$ cat config.mk
export PLATFORM = sky130hd
export DESIGN_NAME = seg_perm_classifier
export DESIGN_NICKNAME = d
export VERILOG_FILES = /design/src/rtl/segperm_pkg.sv /design/src/rtl/segperm_seg_pick.sv /design/src/rtl/segperm_rights.sv /design/src/rtl/segperm_status.sv /design/src/rtl/seg_perm_classifier.sv
export SDC_FILE = /design/constraint.sdc
export NUM_CORES = 1
export LEC_CHECK = 0
export ABC_AREA = 0
export BUFFER_PORTS_ARGS = -buffer_cell sky130_fd_sc_hd__buf_2
export CORE_ASPECT_RATIO = 1.4
export CORE_MARGIN = 10
export CORE_UTILIZATION = 35
export CTS_BUF_LIST = sky130_fd_sc_hd__clkbuf_2 sky130_fd_sc_hd__clkbuf_4 sky130_fd_sc_hd__clkbuf_8
export CTS_CLUSTER_DIAMETER = 50
export CTS_CLUSTER_SIZE = 20
export DETAILED_ROUTE_END_ITERATION = 6
export GPL_ROUTABILITY_DRIVEN = 0
export PLACE_DENSITY_LB_ADDON = 0.1
export RECOVER_POWER = 100
export SLEW_MARGIN = 10
export SYNTH_ARGS = -nofsm -noshare
export SYNTH_HDL_FRONTEND = slang
export SYNTH_SLANG_ARGS = --single-unit
export TNS_END_PERCENT = 1
$ cat constraint.sdc
create_clock -name clk -period 1.05 [get_ports clk]
set_input_delay 0.21 -clock clk [delete_from_list [all_inputs] [get_ports clk]]
set_output_delay 0.21 -clock clk [all_outputs]
set_load 0.01 [all_outputs]
$ cat src/rtl/segperm_pkg.sv
package segperm_pkg;

    localparam int ATTR_W  = 4;
    localparam int ATTR_KU = 0;
    localparam int ATTR_KS = 1;
    localparam int ATTR_NX = 2;
    localparam int ATTR_DS = 3;

    localparam logic [31:0] ST_MISS   = 32'h4000_0000;
    localparam logic [31:0] ST_PROT   = 32'h0800_0000;
    localparam logic [31:0] ST_NOEXEC = 32'h1000_0000;
    localparam logic [31:0] ST_STORE  = 32'h0200_0000;

    typedef enum logic [1:0] {
        ACC_LOAD  = 2'd0,
        ACC_STORE = 2'd1,
        ACC_FETCH = 2'd2,
        ACC_RSVD  = 2'd3
    } acc_e;

    typedef enum logic [1:0] {
        FC_NONE   = 2'd0,
        FC_MISS   = 2'd1,
        FC_PROT   = 2'd2,
        FC_NOEXEC = 2'd3
    } fcause_e;

    typedef struct packed {
        logic rd;
        logic wr;
        logic ex;
    } rights_t;

endpackage

$ cat src/rtl/segperm_seg_pick.sv
module segperm_seg_pick
    import segperm_pkg::*;
#(
    parameter int AW    = 32,
    parameter int SEL_W = 4
) (
    input  logic [AW-1:0]                  ea,
    input  logic [(1<<SEL_W)*ATTR_W-1:0]   seg_attr,
    input  logic                           user,
    output logic                           key,
    output logic                           no_exec,
    output logic                           dstore
);
    localparam int NUM_SEG = 1 << SEL_W;

    logic [ATTR_W-1:0] attr_arr [NUM_SEG];
    logic [ATTR_W-1:0] attr_sel;

    for (genvar g = 0; g < NUM_SEG; g++) begin : g_unpack
        assign attr_arr[g] = seg_attr[g*ATTR_W +: ATTR_W];
    end

    assign attr_sel = attr_arr[ea[AW-1 -: SEL_W]];
    assign key      = user ? attr_sel[ATTR_KU] : attr_sel[ATTR_KS];
    assign no_exec  = attr_sel[ATTR_NX];
    assign dstore   = attr_sel[ATTR_DS];
endmodule

$ cat src/rtl/segperm_rights.sv
module segperm_rights
    import segperm_pkg::*;
(
    input  logic       key,
    input  logic [1:0] pp,
    input  logic       no_exec,
    output rights_t    rights
);
    always_comb begin
        rights.ex = ~no_exec;
        if (!key) begin
            rights.rd = 1'b1;
            rights.wr = (pp != 2'd3);
        end else begin
            rights.rd = (pp != 2'd0);
            rights.wr = (pp == 2'd2);
        end
    end
endmodule

$ cat src/rtl/segperm_status.sv
module segperm_status
    import segperm_pkg::*;
(
    input  fcause_e     cause,
    input  logic        is_store,
    output logic [31:0] status
);
    always_comb begin
        unique case (cause)
            FC_MISS:   status = ST_MISS | (is_store ? ST_STORE : 32'h0);
            FC_PROT:   status = ST_PROT | (is_store ? ST_STORE : 32'h0);
            FC_NOEXEC: status = ST_NOEXEC;
            default:   status = 32'h0;
        endcase
    end
endmodule

$ cat src/rtl/seg_perm_classifier.sv
module seg_perm_classifier
    import segperm_pkg::*;
#(
    parameter int AW    = 32,
    parameter int SEL_W = 4
) (
    input  logic                          clk,
    input  logic                          rst_n,
    input  logic                          req_valid,
    input  logic [1:0]                    req_access,
    input  logic                          req_user,
    input  logic                          req_ixlate,
    input  logic                          req_dxlate,
    input  logic [AW-1:0]                 req_ea,
    input  logic                          req_hit,
    input  logic [1:0]                    req_pp,
    input  logic [(1<<SEL_W)*ATTR_W-1:0]  seg_attr,
    output logic                          rsp_valid,
    output logic                          rsp_rd,
    output logic                          rsp_wr,
    output logic                          rsp_ex,
    output logic                          rsp_fault,
    output logic                          rsp_fault_instr,
    output logic                          rsp_bypass,
    output logic [31:0]                   rsp_status,
    output logic [AW-1:0]                 rsp_far
);
    typedef struct packed {
        logic          valid;
        rights_t       rights;
        logic          fault;
        logic          finstr;
        logic          bypass;
        logic [31:0]   status;
        logic [AW-1:0] far;
    } rsp_t;

    rsp_t    rsp_d, rsp_q;
    logic    seg_key, seg_nx, seg_ds;
    rights_t tbl_rights;
    fcause_e cause;
    logic    is_fetch, is_store, xlate_on, need_ok, ds_ok;
    logic [31:0] code;

    segperm_seg_pick #(.AW(AW), .SEL_W(SEL_W)) u_pick (
        .ea       (req_ea),
        .seg_attr (seg_attr),
        .user     (req_user),
        .key      (seg_key),
        .no_exec  (seg_nx),
        .dstore   (seg_ds)
    );

    segperm_rights u_rights (
        .key     (seg_key),
        .pp      (req_pp),
        .no_exec (seg_nx),
        .rights  (tbl_rights)
    );

    segperm_status u_status (
        .cause    (cause),
        .is_store (is_store),
        .status   (code)
    );

    assign is_fetch = (acc_e'(req_access) == ACC_FETCH);
    assign is_store = (acc_e'(req_access) == ACC_STORE);
    assign xlate_on = is_fetch ? req_ixlate : req_dxlate;
    assign ds_ok    = is_store ? seg_key : ~seg_key;

    always_comb begin
        unique case (1'b1)
            is_fetch: need_ok = tbl_rights.ex;
            is_store: need_ok = tbl_rights.wr;
            default:  need_ok = tbl_rights.rd;
        endcase
    end

    always_comb begin
        rsp_t    n;
        rights_t grant;
        logic    pass_thru;

        cause     = FC_NONE;
        grant     = '0;
        pass_thru = 1'b0;

        if (!xlate_on) begin
            grant     = '{rd: 1'b1, wr: 1'b1, ex: 1'b1};
            pass_thru = 1'b1;
        end else if (is_fetch && (seg_nx || seg_ds)) begin
            cause = FC_NOEXEC;
        end else if (seg_ds) begin
            if (ds_ok) begin
                grant     = '{rd: ~seg_key, wr: seg_key, ex: 1'b0};
                pass_thru = 1'b1;
            end else begin
                cause = FC_PROT;
            end
        end else if (!req_hit) begin
            cause = FC_MISS;
        end else if (!need_ok) begin
            cause = FC_PROT;
        end else begin
            grant = tbl_rights;
        end

        n = rsp_q;
        if (req_valid) begin
            n.fault  = (cause != FC_NONE);
            n.finstr = n.fault && is_fetch;
            n.rights = n.fault ? '0 : grant;
            n.bypass = pass_thru;
            n.status = code;
            n.far    = (n.fault && !is_fetch) ? req_ea : '0;
        end
        n.valid = req_valid;
        rsp_d   = n;
    end

    always_ff @(posedge clk or negedge rst_n) begin
        if (!rst_n) begin
            rsp_q <= '0;
        end else begin
            rsp_q <= rsp_d;
        end
    end

    assign rsp_valid       = rsp_q.valid;
    assign rsp_rd          = rsp_q.rights.rd;
    assign rsp_wr          = rsp_q.rights.wr;
    assign rsp_ex          = rsp_q.rights.ex;
    assign rsp_fault       = rsp_q.fault;
    assign rsp_fault_instr = rsp_q.finstr;
    assign rsp_bypass      = rsp_q.bypass;
    assign rsp_status      = rsp_q.status;
    assign rsp_far         = rsp_q.far;
endmodule

==> impl_metrics.csv <==
group,metric,value,unit
status,outcome,"finished with violations",
status,violations,"setup timing",
timing,final.min_clock_period,2200,ps
routing,drt_first_iter_violations,88,
grt,first_global_vias,2901,
placement,place.detailed.instances,509,
timing,slew_headroom,0.645,
power_and_ir_drop,power-per-cell-area,1180,nW/um2
placement,detailedPlacementHpwl,7170,um
routing,detail_route.vias_per_cell,4.81,
grt,largest_net_degree_at_the_start_of_global_routing,44,
timing,timing_worst_slew_pin_value,532,ps
timing,setup_viol,61,
synthesis,yosys_most_used_dff,"dfrtp_1",
critical_path,criticalPathCategory,"input port to register",
timing,grt_setup_unrepaired,"true",
critical_path,critical_path.startpoint_type,"input port",
critical_path,cp.arrival,2420,ps
hold_path,hold-path-cell-count,2,
power_and_ir_drop,max-vdd-ir-drop,0.987,mV
clocking,cts.sinks,43,
cells_and_area,layout.cells.most_common,"buf_2",
critical_path,cp_data_required_time,1260,ps
floorplan,die-area,11800,um2
synthesis,ys_ff_latch,43,
synthesis,syn-cell-area,2730,um2
timing,timing_max_transition_violations_final,0,
floorplan,initial_core_util,0.354,
critical_path,critPathMaxFanout,8,
critical_path,critPathCaptureType,"register",
floorplan,die_width,94.6,um
hold_path,min-delay-path-class,"input port to register",
floorplan,floorplan.rows,38,
grt,grt_overflow,0,
grt,gr_util_all_layers,0.151,
routing,detail-route-antenna-nets,0,
timing,fin_ws,-1150,ps
job,drv_cap,0,
placement,placement.cell_area,3680,um2
timing,fin_crit_sh,2.10,
cells_and_area,final_layout_size_suffix_gt1_frac,0.582,
synthesis,synthesis.area_per_instance,11.3,um2
cells_and_area,instances_no_fill,535,
synthesis,post_synth_inst_count,241,
routing,remaining_drc_errors,0,
cells_and_area,layout.cells.most_common_list,"buf_2 (131), dfrtp_1 (43), buf_4 (37)",
routing,route.vias.total,2575,
grt,wire_length_of_the_first_global_routing_pass,14300,um
clocking,clockRootBuffer,"clkbuf_8",
routing,finalWirelength,9300,um
timing,fin_worst_skew,0,ps
power_and_ir_drop,power.leakage,2.23,nW
placement,placement.io_buffers,149,
floorplan,pin_count,178,
synthesis,yosysWarningCount,0,
clocking,clk_latency,310,ps
floorplan,area_of_the_core,7700,um2
cells_and_area,stdcell_area,4230,um2
synthesis,synth.distinct_cells,53,
critical_path,rr_worst_depth,1,
clocking,numCtsBuffers,5,
routing,post_dr_wirelength_cell,17.4,um
power_and_ir_drop,report.power.total,4.99,mW
routing,drt_first_pass_iters,4,
floorplan,die_height,125,um
clocking,max-clock-path-buffers,2,
placement,dpl_worst_slack,-1980,ps
cells_and_area,num_antenna_cells,0,
synthesis,seq_area_frac_synth,0.394,
clocking,tritoncts_clock_tree,"yes",
timing,max_freq,454,MHz
timing,final_hold_violations,0,
grt,number_of_antenna_violations_at_the_first_check_in_global_routing,0,
cells_and_area,design.final.nets,545,
synthesis,synth_enable_flop_cells,0,
cells_and_area,area_growth,55.0,%
clocking,cts.htree.levels,2,
clocking,clk_pin_slew_worst_paths,90,ps
cells_and_area,fillers,750,
synthesis,synthArstFlopShare,1.00,
## Yosys cell counts (2+ instances only)
| cell type | count | share of area |
|---|---|---|
| dfrtp_1 | 43 | 0.39 |
| a22o_1 | 34 | 0.11 |
| buf_4 | 29 | 0.080 |
| mux2i_1 | 13 | 0.048 |
| nor2_1 | 12 | 0.016 |
| nand2_1 | 9 | 0.012 |
| mux2_2 | 8 | 0.033 |
| inv_1 | 7 | 0.0096 |
| a21oi_1 | 6 | 0.011 |
| mux4_2 | 6 | 0.049 |
| a221oi_1 | 5 | 0.016 |
| buf_6 | 5 | 0.021 |
| clkbuf_1 | 5 | 0.0069 |
| nor2b_1 | 5 | 0.011 |
| ha_1 | 4 | 0.018 |
| o21ai_0 | 4 | 0.0073 |
| o22ai_1 | 4 | 0.0092 |
| a22oi_1 | 3 | 0.0082 |
| buf_2 | 3 | 0.0055 |
| a22o_2 | 2 | 0.0073 |
| o31ai_1 | 2 | 0.0055 |
## final cells by class
| cell class | count | area, um2 | area share |
|---|---|---|---|
| Multi-Input combinational cell | 174 | 1510 | 0.357 |
| Timing Repair Buffer | 201 | 1370 | 0.323 |
| Tap cell | 100 | 125 | 0.0296 |
| Sequential cell | 43 | 1080 | 0.254 |
| Clock inverter | 3 | 43.8 | 0.0103 |
| Inverter | 9 | 38.8 | 0.00916 |
| Clock buffer | 5 | 68.8 | 0.0163 |
## critical path, stage by stage
cell and delay, ps:
buf_12 90, mux4_2 480, mux4_2 530, buf_6 160, inv_6 50, nand2_4 60
o31ai_4 290, buf_6 140, a21oi_4 30, buf_6 150, a22o_4 220
## routing by layer
| layer | track usage | part of all wire | wire, um | vias to the layer above |
|---|---|---|---|---|
| met5 | 0 | 0 | 0 | - |
| met4 | 0.0548 | 0.020 | 189 | 0 |
| met3 | 0.0464 | 0.082 | 763 | 15 |
| met2 | 0.260 | 0.53 | 4900 | 119 |
| met1 | 0.167 | 0.37 | 3450 | 1205 |
| li1 | - | - | - | 1236 |
## cells by family after synthesis
family	Yosys count	synth area share
adder cells (fa/ha/maj)	4	0.0183
AO/OA/AOI/OAI	72	0.233
buffers and inverters	52	0.131
AND/OR/NAND/NOR	41	0.0825
flip-flops	43	0.394
multiplexers	28	0.140
other	1	0.00137
## metrics by stage
| step | TNS (ps) | util | hold slack (ps) |
|---|---|---|---|
| after detailed placement | -78100 | 0.478 | 206 |
| after global placement | -76480 | 0.478 | 204 |
| final | -45060 | 0.550 | 97.4 |
| after CTS | -45420 | 0.538 | 98.7 |
| after floorplan | -56190 | - | -85.6 |
| after global routing | -49840 | 0.550 | 92.2 |
## what timing repair did
item	in CTS	in global routing
hold endpoints to repair	43	0
setup endpoints to repair	76	84
resized for setup	48	13
pin swaps	14	8
hold buffers	1	0
buffers inserted	12	2
gates cloned	2	1
## flip-flops by register name (all words and copies together) (netlist names)
register and count:
rsp_fault_instr 1, rsp_fault 1, rsp_far 32, rsp_valid 1
rsp_rd 1, rsp_bypass 1, rsp_wr 1, rsp_ex 1
rsp_status 4
## power by group
group	internal [mW]	total, mW	switching, mW
Clock	0.708	1.32	0.616
Combinational	0.958	1.76	0.806
Sequential	1.81	1.90	0.0929
## final timing paths
check,from,endpoint,slack (ps)
max,req_ea[28],rsp_far[22],-1150
min,req_ea[24],rsp_far[24],100
max reg2reg,rsp_status[27],rsp_status[27],180
min reg2reg,rsp_bypass,rsp_bypass,490
max in group asynchronous,rst_n,rsp_bypass,180
min in group asynchronous,rst_n,rsp_far[5],490
Note: power is estimated with default switching activity, not from simulation.
